## src/rtl/vvc_pkg.sv

```systemverilog
package vvc_pkg;
  localparam int unsigned OP_W       = 3;
  localparam logic [2:0]  OP_GET_CLR = 3'b110;

  typedef struct packed {
    logic miss;
    logic member;
  } viol_flags_t;
endpackage

```

## src/rtl/vvc_classify.sv

```systemverilog
module vvc_classify
  import vvc_pkg::*;
(
  input  logic        valid_i,
  input  logic        hit_i,
  input  logic        member_i,
  output logic        viol_o,
  output viol_flags_t flags_o
);
  always_comb begin
    flags_o.miss   = valid_i && !hit_i;
    flags_o.member = valid_i && hit_i && !member_i;
    viol_o         = flags_o.miss || flags_o.member;
  end
endmodule

```

## src/rtl/vvc_cmd_seq.sv

```systemverilog
module vvc_cmd_seq #(
  parameter int unsigned OP_W   = 3,
  parameter int unsigned OP_LAT = 2,
  parameter logic [OP_W-1:0] GET_CLR = '1
) (
  input  logic            clk_i,
  input  logic            rst_ni,
  input  logic            wr_i,
  input  logic [OP_W-1:0] op_i,
  output logic            busy_o,
  output logic            done_o
);
  localparam int unsigned CNT_W = (OP_LAT > 1) ? $clog2(OP_LAT) : 1;

  logic             busy_q;
  logic [CNT_W-1:0] cnt_q;
  logic             start;

  assign start  = wr_i && (op_i == GET_CLR) && !busy_q;
  assign done_o = busy_q && (cnt_q == '0);
  assign busy_o = busy_q;

  always_ff @(posedge clk_i or negedge rst_ni) begin
    if (!rst_ni) begin
      busy_q <= 1'b0;
      cnt_q  <= '0;
    end else if (start) begin
      busy_q <= 1'b1;
      cnt_q  <= CNT_W'(OP_LAT - 1);
    end else if (busy_q) begin
      if (cnt_q == '0) busy_q <= 1'b0;
      else             cnt_q  <= cnt_q - 1'b1;
    end
  end

  p_start_busy_r4: assert property (@(posedge clk_i) disable iff (!rst_ni)
    (wr_i && op_i == GET_CLR && !busy_o) |=> busy_o);
  p_busy_hold_r4: assert property (@(posedge clk_i) disable iff (!rst_ni)
    (busy_o && !done_o) |=> busy_o);
  p_done_ends_r4: assert property (@(posedge clk_i) disable iff (!rst_ni)
    done_o |=> !busy_o);
endmodule

```

## src/rtl/vvc_capture.sv

```systemverilog
module vvc_capture
  import vvc_pkg::*;
#(
  parameter int unsigned PORT_W  = 3,
  parameter int unsigned VID_W   = 12,
  parameter bit          HAS_OVF = 1'b1
) (
  input  logic              clk_i,
  input  logic              rst_ni,
  input  logic              viol_i,
  input  viol_flags_t       flags_i,
  input  logic [PORT_W-1:0] port_i,
  input  logic [VID_W-1:0]  vid_i,
  input  logic              done_i,
  output logic              pend_o,
  output logic              ovf_o,
  output viol_flags_t       flags_o,
  output logic [PORT_W-1:0] port_o,
  output logic [VID_W-1:0]  vid_o
);
  logic pend_q;
  logic take;
  logic drop;

  // a completion frees the slot in the same edge
  assign take = viol_i && (!pend_q || done_i);
  assign drop = viol_i && pend_q && !done_i;

  always_ff @(posedge clk_i or negedge rst_ni) begin
    if (!rst_ni) begin
      pend_q  <= 1'b0;
      flags_o <= '0;
      port_o  <= '0;
      vid_o   <= '0;
    end else begin
      if (take) begin
        pend_q  <= 1'b1;
        flags_o <= flags_i;
        port_o  <= port_i;
        vid_o   <= vid_i;
      end else if (done_i) begin
        pend_q  <= 1'b0;
      end
    end
  end

  assign pend_o = pend_q;

  if (HAS_OVF) begin : g_ovf
    logic ovf_q;
    always_ff @(posedge clk_i or negedge rst_ni) begin
      if (!rst_ni)     ovf_q <= 1'b0;
      else if (done_i) ovf_q <= 1'b0;
      else if (drop)   ovf_q <= 1'b1;
    end
    assign ovf_o = ovf_q;

    p_ovf_needs_pend_r6: assert property (@(posedge clk_i) disable iff (!rst_ni)
      ovf_q |-> pend_q);
  end else begin : g_no_ovf
    assign ovf_o = 1'b0;
  end

  p_first_kept_r6: assert property (@(posedge clk_i) disable iff (!rst_ni)
    (pend_q && !done_i) |=> ($stable(port_o) && $stable(vid_o) && $stable(flags_o)));
endmodule

```

## src/rtl/vlan_viol_capture.sv

```systemverilog
module vlan_viol_capture
  import vvc_pkg::*;
#(
  parameter int unsigned NUM_PORTS = 8,
  parameter int unsigned VID_W     = 12,
  parameter int unsigned OP_LAT    = 2,
  parameter bit          HAS_OVF   = 1'b1,
  localparam int unsigned PORT_W   = (NUM_PORTS > 1) ? $clog2(NUM_PORTS) : 1
) (
  input  logic              clk_i,
  input  logic              rst_ni,
  input  logic              lkp_valid_i,
  input  logic [PORT_W-1:0] lkp_port_i,
  input  logic [VID_W-1:0]  lkp_vid_i,
  input  logic              lkp_hit_i,
  input  logic              lkp_member_i,
  input  logic              cmd_wr_i,
  input  logic [OP_W-1:0]   cmd_op_i,
  output logic              busy_o,
  output logic              irq_o,
  output logic [PORT_W-1:0] res_port_o,
  output logic              res_member_o,
  output logic              res_miss_o,
  output logic              res_ovf_o,
  output logic [VID_W-1:0]  res_vid_o
);
  logic              viol;
  viol_flags_t       lkp_flags;
  logic              done;
  logic              pend;
  logic              ovf;
  viol_flags_t       cap_flags;
  logic [PORT_W-1:0] cap_port;
  logic [VID_W-1:0]  cap_vid;

  vvc_classify u_cls (
    .valid_i  (lkp_valid_i),
    .hit_i    (lkp_hit_i),
    .member_i (lkp_member_i),
    .viol_o   (viol),
    .flags_o  (lkp_flags)
  );

  vvc_cmd_seq #(
    .OP_W    (OP_W),
    .OP_LAT  (OP_LAT),
    .GET_CLR (OP_GET_CLR)
  ) u_seq (
    .clk_i  (clk_i),
    .rst_ni (rst_ni),
    .wr_i   (cmd_wr_i),
    .op_i   (cmd_op_i),
    .busy_o (busy_o),
    .done_o (done)
  );

  vvc_capture #(
    .PORT_W  (PORT_W),
    .VID_W   (VID_W),
    .HAS_OVF (HAS_OVF)
  ) u_cap (
    .clk_i   (clk_i),
    .rst_ni  (rst_ni),
    .viol_i  (viol),
    .flags_i (lkp_flags),
    .port_i  (lkp_port_i),
    .vid_i   (lkp_vid_i),
    .done_i  (done),
    .pend_o  (pend),
    .ovf_o   (ovf),
    .flags_o (cap_flags),
    .port_o  (cap_port),
    .vid_o   (cap_vid)
  );

  assign irq_o = pend;

  // result fields: loaded only when a get-and-clear completes
  always_ff @(posedge clk_i or negedge rst_ni) begin
    if (!rst_ni) begin
      res_port_o   <= '0;
      res_member_o <= 1'b0;
      res_miss_o   <= 1'b0;
      res_ovf_o    <= 1'b0;
      res_vid_o    <= '0;
    end else if (done) begin
      res_port_o   <= pend ? cap_port         : '0;
      res_member_o <= pend && cap_flags.member;
      res_miss_o   <= pend && cap_flags.miss;
      res_ovf_o    <= ovf;
      res_vid_o    <= pend ? cap_vid          : '0;
    end
  end

  p_irq_set_r3: assert property (@(posedge clk_i) disable iff (!rst_ni)
    (lkp_valid_i && !(lkp_hit_i && lkp_member_i)) |=> irq_o);
  p_irq_clr_r3: assert property (@(posedge clk_i) disable iff (!rst_ni)
    (busy_o && $past(busy_o) == 1'b0 && !irq_o && !lkp_valid_i) |=> !irq_o);
  p_flags_excl_r2: assert property (@(posedge clk_i) disable iff (!rst_ni)
    $onehot0({res_member_o, res_miss_o}));
  p_res_hold_r10: assert property (@(posedge clk_i) disable iff (!rst_ni)
    !busy_o |=> $stable({res_port_o, res_member_o, res_miss_o, res_ovf_o, res_vid_o}));
  p_empty_report_r7: assert property (@(posedge clk_i) disable iff (!rst_ni)
    (busy_o && !irq_o) |=> !(res_member_o || res_miss_o) || busy_o);
endmodule

```

## config.mk

```make
export PLATFORM = sky130hd
export DESIGN_NAME = vlan_viol_capture
export DESIGN_NICKNAME = d
export VERILOG_FILES = /design/src/rtl/vvc_pkg.sv /design/src/rtl/vvc_classify.sv /design/src/rtl/vvc_cmd_seq.sv /design/src/rtl/vvc_capture.sv /design/src/rtl/vlan_viol_capture.sv
export SDC_FILE = /design/constraint.sdc
export NUM_CORES = 1
export LEC_CHECK = 0
export ABC_AREA = 1
export BUFFER_PORTS_ARGS = -buffer_cell sky130_fd_sc_hd__buf_2
export CELL_PAD_IN_SITES_DETAIL_PLACEMENT = 1
export CELL_PAD_IN_SITES_GLOBAL_PLACEMENT = 1
export CORE_MARGIN = 2
export CORE_UTILIZATION = 41
export DETAILED_ROUTE_END_ITERATION = 16
export PLACE_DENSITY_LB_ADDON = 0.1
export SKIP_CTS_REPAIR_TIMING = 1
export SLEW_MARGIN = 5
export SYNTH_ARGS = -nofsm -noshare
export SYNTH_HDL_FRONTEND = slang
export SYNTH_SLANG_ARGS = --single-unit
```

## constraint.sdc

```tcl
create_clock -name clk_i -period 2.6 [get_ports clk_i]
set_input_delay 0.78 -clock clk_i [delete_from_list [all_inputs] [get_ports clk_i]]
set_output_delay 0.78 -clock clk_i [all_outputs]
set_load 0.01 [all_outputs]
```

; ---- Yosys cells after proc, flatten, opt, wreduce, memory -nomap -nowiden
; Index checks and enable logic that the tools add are counted.
; Widths: inputs -> output; s select.
[word_totals]
word_cells = 49
mem_bits_rw = 0
rom_bits = 0
mem_count = 0
input_bits = 24
ff_bits = 39
latchBits = 0
[op_classes]
order_cmp = 0
n_mux = 12
n_reduce_logical = 21
shifts = 0
n_div = 0
n_bitwise = 1
mul = 0
n_eq_ne = 1
n_addsub = 1
[ops]
columns = op, n
row1 = $mux 12, 1
row2 = $logic_and 1x1->1, 11
row3 = $mux 1, 10
row4 = $reduce_bool 2->1, 3
row5 = $logic_not 1->1, 5
row6 = $eq 3x3->1 const B, 1
row7 = $mux 3, 1
row8 = $logic_or 1x1->1, 2
row9 = $not 1->1, 1
row10 = $sub 1x1->1 const B, 1

; ---- Longest topological paths before layout
[logic_depth]
ltp_word = 7
mapped_depth = 8

; ---- Hierarchy
; Synthesis repeated with hierarchy kept, for this count alone.
[unflattened]
cells_unflattened = 177
hier_area_um2 = 1699.1
[by_module_without_submodules]
columns = mod, area_each_um2, seq_area_each_um2, instances, cells_each
row1 = vvc_capture, 853.3, 475.5, 1, 82
row2 = vlan_viol_capture, 733.2, 450.4, 1, 78
row3 = vvc_cmd_seq, 92.6, 50.0, 1, 12
row4 = vvc_classify, 20.0, 0.0, 1, 5

; ---- Least setup slack after synthesis
; OpenSTA, ideal clock, no wires.
[synth_timing]
path_kind = input -> register
startpoint = input lkp_valid_i
endpoint = register u_cap.port_o[2]
t_arrival_ns = 1.409
setup_slack_ns = 1.074
cell_stages = 6
setup_time_ns = 0.116
path_buffers = 1
cell_sequence = inv_1 > a21oi_4 > nand2_8 > buf_6 > nand2_1 > nand2_1
[synth_via]
elab_chain_cells = 4
[synth_rtl]
columns = element, line
row1 = from (decl), vlan_viol_capture.sv:12  ; input logic lkp_valid_i,
row2 = $logic_and 1x1->1 (2 in a row), vvc_classify.sv:12  ; flags_o.member = valid_i && hit_i && !member_i;
row3 = $logic_or 1x1->1 (*), vvc_classify.sv:13  ; viol_o = flags_o.miss || flags_o.member;
row4 = $logic_and 1x1->1 (*), vvc_capture.sv:26  ; assign take = viol_i && (!pend_q || done_i);
row5 = to (signal assigned), vvc_capture.sv:39  ; port_o <= port_i;
row6 = to (decl), vvc_capture.sv:18  ; output logic [PORT_W-1:0] port_o,
; Every way passes the cells marked *; elsewhere a longest branch is shown, timed or not.
; A chain may end at the register's enable or synchronous reset.

; ---- Worst setup path after layout
[layout_timing]
startpoint = register u_seq.busy_q (netlist: u_seq.busy_o)
endpoint = output busy_o
[layout_rtl]
columns = element, line
row1 = from (decl), vvc_cmd_seq.sv:15  ; logic busy_q;
row2 = from (signal assigned), vvc_cmd_seq.sv:25  ; busy_q <= 1'b0;
row3 = from (signal assigned), vvc_cmd_seq.sv:28  ; busy_q <= 1'b1;
row4 = from (signal assigned), vvc_cmd_seq.sv:31  ; if (cnt_q == '0) busy_q <= 1'b0;
row5 = to (decl), vlan_viol_capture.sv:19  ; output logic busy_o,
; No word-level cell between the ends.

==> metrics.md <==
| Metric | Value |
|---|---|
| Outcome | completed |
| WL/cell | approximately 14 um |
| Flop pwr share | between 40% and 50% |
| Switching share of power | 33.8% |
| Max Cap Violations | 0 |
| Die Y | 66.5 um |
| Worst-Margin Slew | 0.847 ns |
| Cell area after synthesis | 0.00160 mm^2 |
| Post-route setup TNS | 0 ns |
| Critical R2R Launch | u_seq.busy_o$_DFF_PN0_ |
| Mapped Cells | 170 |
| Worst EP required | 1.82 ns |
| Setup WS post-layout | 0.943 ns |
| Ant. Diodes | 0 |
| Final Max Slew Viols | 0 |
| Pin count of the biggest net entering global routing | 40 |
| Worst skew pair latency | approximately 0.29 ns |
| Critical path buffer and inverter count | 1 |
| Worst path depth | 1 |
| Top cells by area, synth | dfrtp_1, nand2_1, o21ai_0 |
| Critical Path Start Type | flop |
| First-pass GRT wire length | 5.98 mm |
| Worst hold slack | 0.476 ns |
| CP Cell Sequence | buf_2 |
| Total Nets Final | 236 |
| Combinational power share | 29.3% |
| DIE WIDTH | 66.5 um |
| Share of Yosys cell area claimed by the top area cell type | roughly 60% |
| Top cell family by delay on the critical path | flip-flops |
| Max-slew headroom | 43.5% |
| Pwr dens | between 1000 and 1500 mW/mm^2 |
| FF-to-FF path depth | 5 |
| Min cycle time layout | 1.66 ns |
| Min-Delay Path Class | reg -> reg |
| Reg2reg setup slack | 1.00 ns |
| Reg clk slew, reported paths | 0.08 ns |
| HPWL Detailed | between 2 and 3 mm |
| Post-Route WL | 3.54 mm |
| Routability cong. | between 0.7 and 0.8 |
| Net switching power | about 0.00075 W |
| CP max stage delay | 0.43 ns |
| Number of setup violations in the final report | 0 |
| Core footprint | 0.00372 mm^2 |
| Htree depth | 2 |
| Leakage Power | about 1.0 nW |
| Clk pwr share | 26.7% |
| Clock skew | 0.00320 ns |
| Yosys warns | 0 |
| Crit path max fanout | 5 |
| Vias in the first global route | approximately 1300 |
| Syn Area/Cell | 9.41 um^2 |
| VDD IR max | 0.544 mV |
| Met3 usage | 6.42% |
| Fmax | 604 MHz |
| Setup CP Type | reg -> out |
| Via count | 1271 |
| Post-DRT Antenna Nets | 0 |
| Top Usage Layer GRT | met2 |
| Yosys top cell by area | dfrtp_1 |
| DRC violation count after routing | 0 |
| Total GRT Usage | 18.5% |
| Grt met1 use | 23.6% |
| Syn-to-layout area delta | 22.2% |
| HP Start | u_cap.port_o[2]$_DFFE_PN0P_ |
| Die area | 0.00442 mm^2 |
| DR iter-0 viols | 42 |
| Vias per cell | 4.87 |
| Final Hold Viols | 0 |
| Critical Path Start | u_seq.busy_o$_DFF_PN0_ |
| Clock root buffer | clkbuf_8 |
| FF+latch count, synth | 39 |
| Drt pass-1 iters | 4 |
| Final cell utilization of the core | 52.6% |
| CTS tree | yes |
| Clock sinks | 39 |
| Pre-CTS setup slack | 0.727 ns |
| Clock Path Buffers | 2 |
| Sequential fraction of the synthesis area | 61.0% |
| Synth cell types | 16 |
| GR Util met2 | 30.0% |
| IO Port Bufs | between 40 and 50 |
| CTS Buf Count | 5 |
| Final Cycle Share | 63.7% |
| Row count | 22 |
| # IOs | 44 |
| CP endpoint kind | output port |
| Syn Nets | 194 |
| Congestion Overflow GR | 0 |
| Arr. time, crit path | between 0.8 and 0.9 ns |
| Initial antenna violation count | 0 |
| Starting Density | approximately 43% |
| CP endpoint | busy_o |
| Slowest CP cell | dfrtp_1 |
| Reg2Reg Capture Point | u_cap.flags_o[0]$_DFFE_PN0P_ |
| Pint | 0.00148 W |
| Unrepaired setup endpoints after global routing | no |
| Layout cells sized above 1 | 27.2% |
[flip-flops by register name, summed over array words and instances (netlist names), 2 cells and up]
name,cells
res_port_o,3
u_cap.port_o,3
u_cap.vid_o,12
u_cap.flags_o,2
res_vid_o,12
[through the flow]
step	cell area [um^2]	total power, W	instances
after floorplan	1600	0.00142	170
after global placement	1820	0.00162	253
after detailed placement	1820	0.00167	253
after CTS	1950	0.00227	261
after global routing	1950	0.00241	261
final	1950	0.00223	261
[how the worst min path moves through the flow]
| stage | endpoint | cells past startpoint |
|---|---|---|
| floorplan | u_cap.vid_o[0]$_DFFE_PN0P_ | 2 |
| finish | u_cap.port_o[2]$_DFFE_PN0P_ | 2 |
| detailed placement | u_cap.port_o[2]$_DFFE_PN0P_ | 2 |
| global placement | res_ovf_o$_DFFE_PN0P_ | 2 |
| CTS | u_cap.port_o[2]$_DFFE_PN0P_ | 2 |
| global route | res_port_o[0]$_DFFE_PN0P_ | 2 |
[metal layers]
metal	up-vias	wire length, um
met1	609	1590
met4	0	29
li1	625	-
met3	4	199
met2	33	1720
met5	-	0
[synthesized netlist by cell type (all sizes together)]
| cell type | instances |
|---|---|
| a21oi | 3 |
| buf | 7 |
| clkbuf | 2 |
| dfrtp | 39 |
| inv | 5 |
| nand2 | 76 |
| nand3 | 16 |
| nand4 | 1 |
| nor2 | 2 |
| o21ai | 19 |
[kinds of logic after synthesis]
group,after synthesis,share of synthesized area [%]
buffers and inverters,14,5.16
DFF,39,61.0
and+or+nand+nor,95,26.2
AOI/OAI and AO/OA,22,7.59
[layout make-up]
class	count	area [um^2]
Inverter	5	18.8
Multi-Input combinational cell	117	541
Fill cell	455	1760
Sequential cell	39	976
Timing Repair Buffer	44	223
Clock inverter	3	67.6
Clock buffer	5	68.8
Tap cell	48	60.1
[power groups by stage]
stage / Sequential (W) / Clock (W) / Combinational [W]
floorplan: 0.00102 / 0 / 0.000401
global placement: 0.000982 / 0 / 0.000639
detailed placement: 0.00100 / 0 / 0.000667
CTS: 0.000989 / 0.000608 / 0.000672
global route: 0.00102 / 0.000641 / 0.000754
finish: 0.000984 / 0.000596 / 0.000654
[placed cells by master (no fill, tap or decap), drive strengths merged]
cell type  Yosys  layout
nor2           2       2
dfrtp         39      39
nand4          1       1
a21oi          3       3
o21ai         19      19
clkinvlp       0       1
inv            5       5
nand2         76      76
nand3         16      16
clkbuf         2       5
bufinv         0       2
buf            7      44
Note: power is estimated with default switching activity, not from simulation.
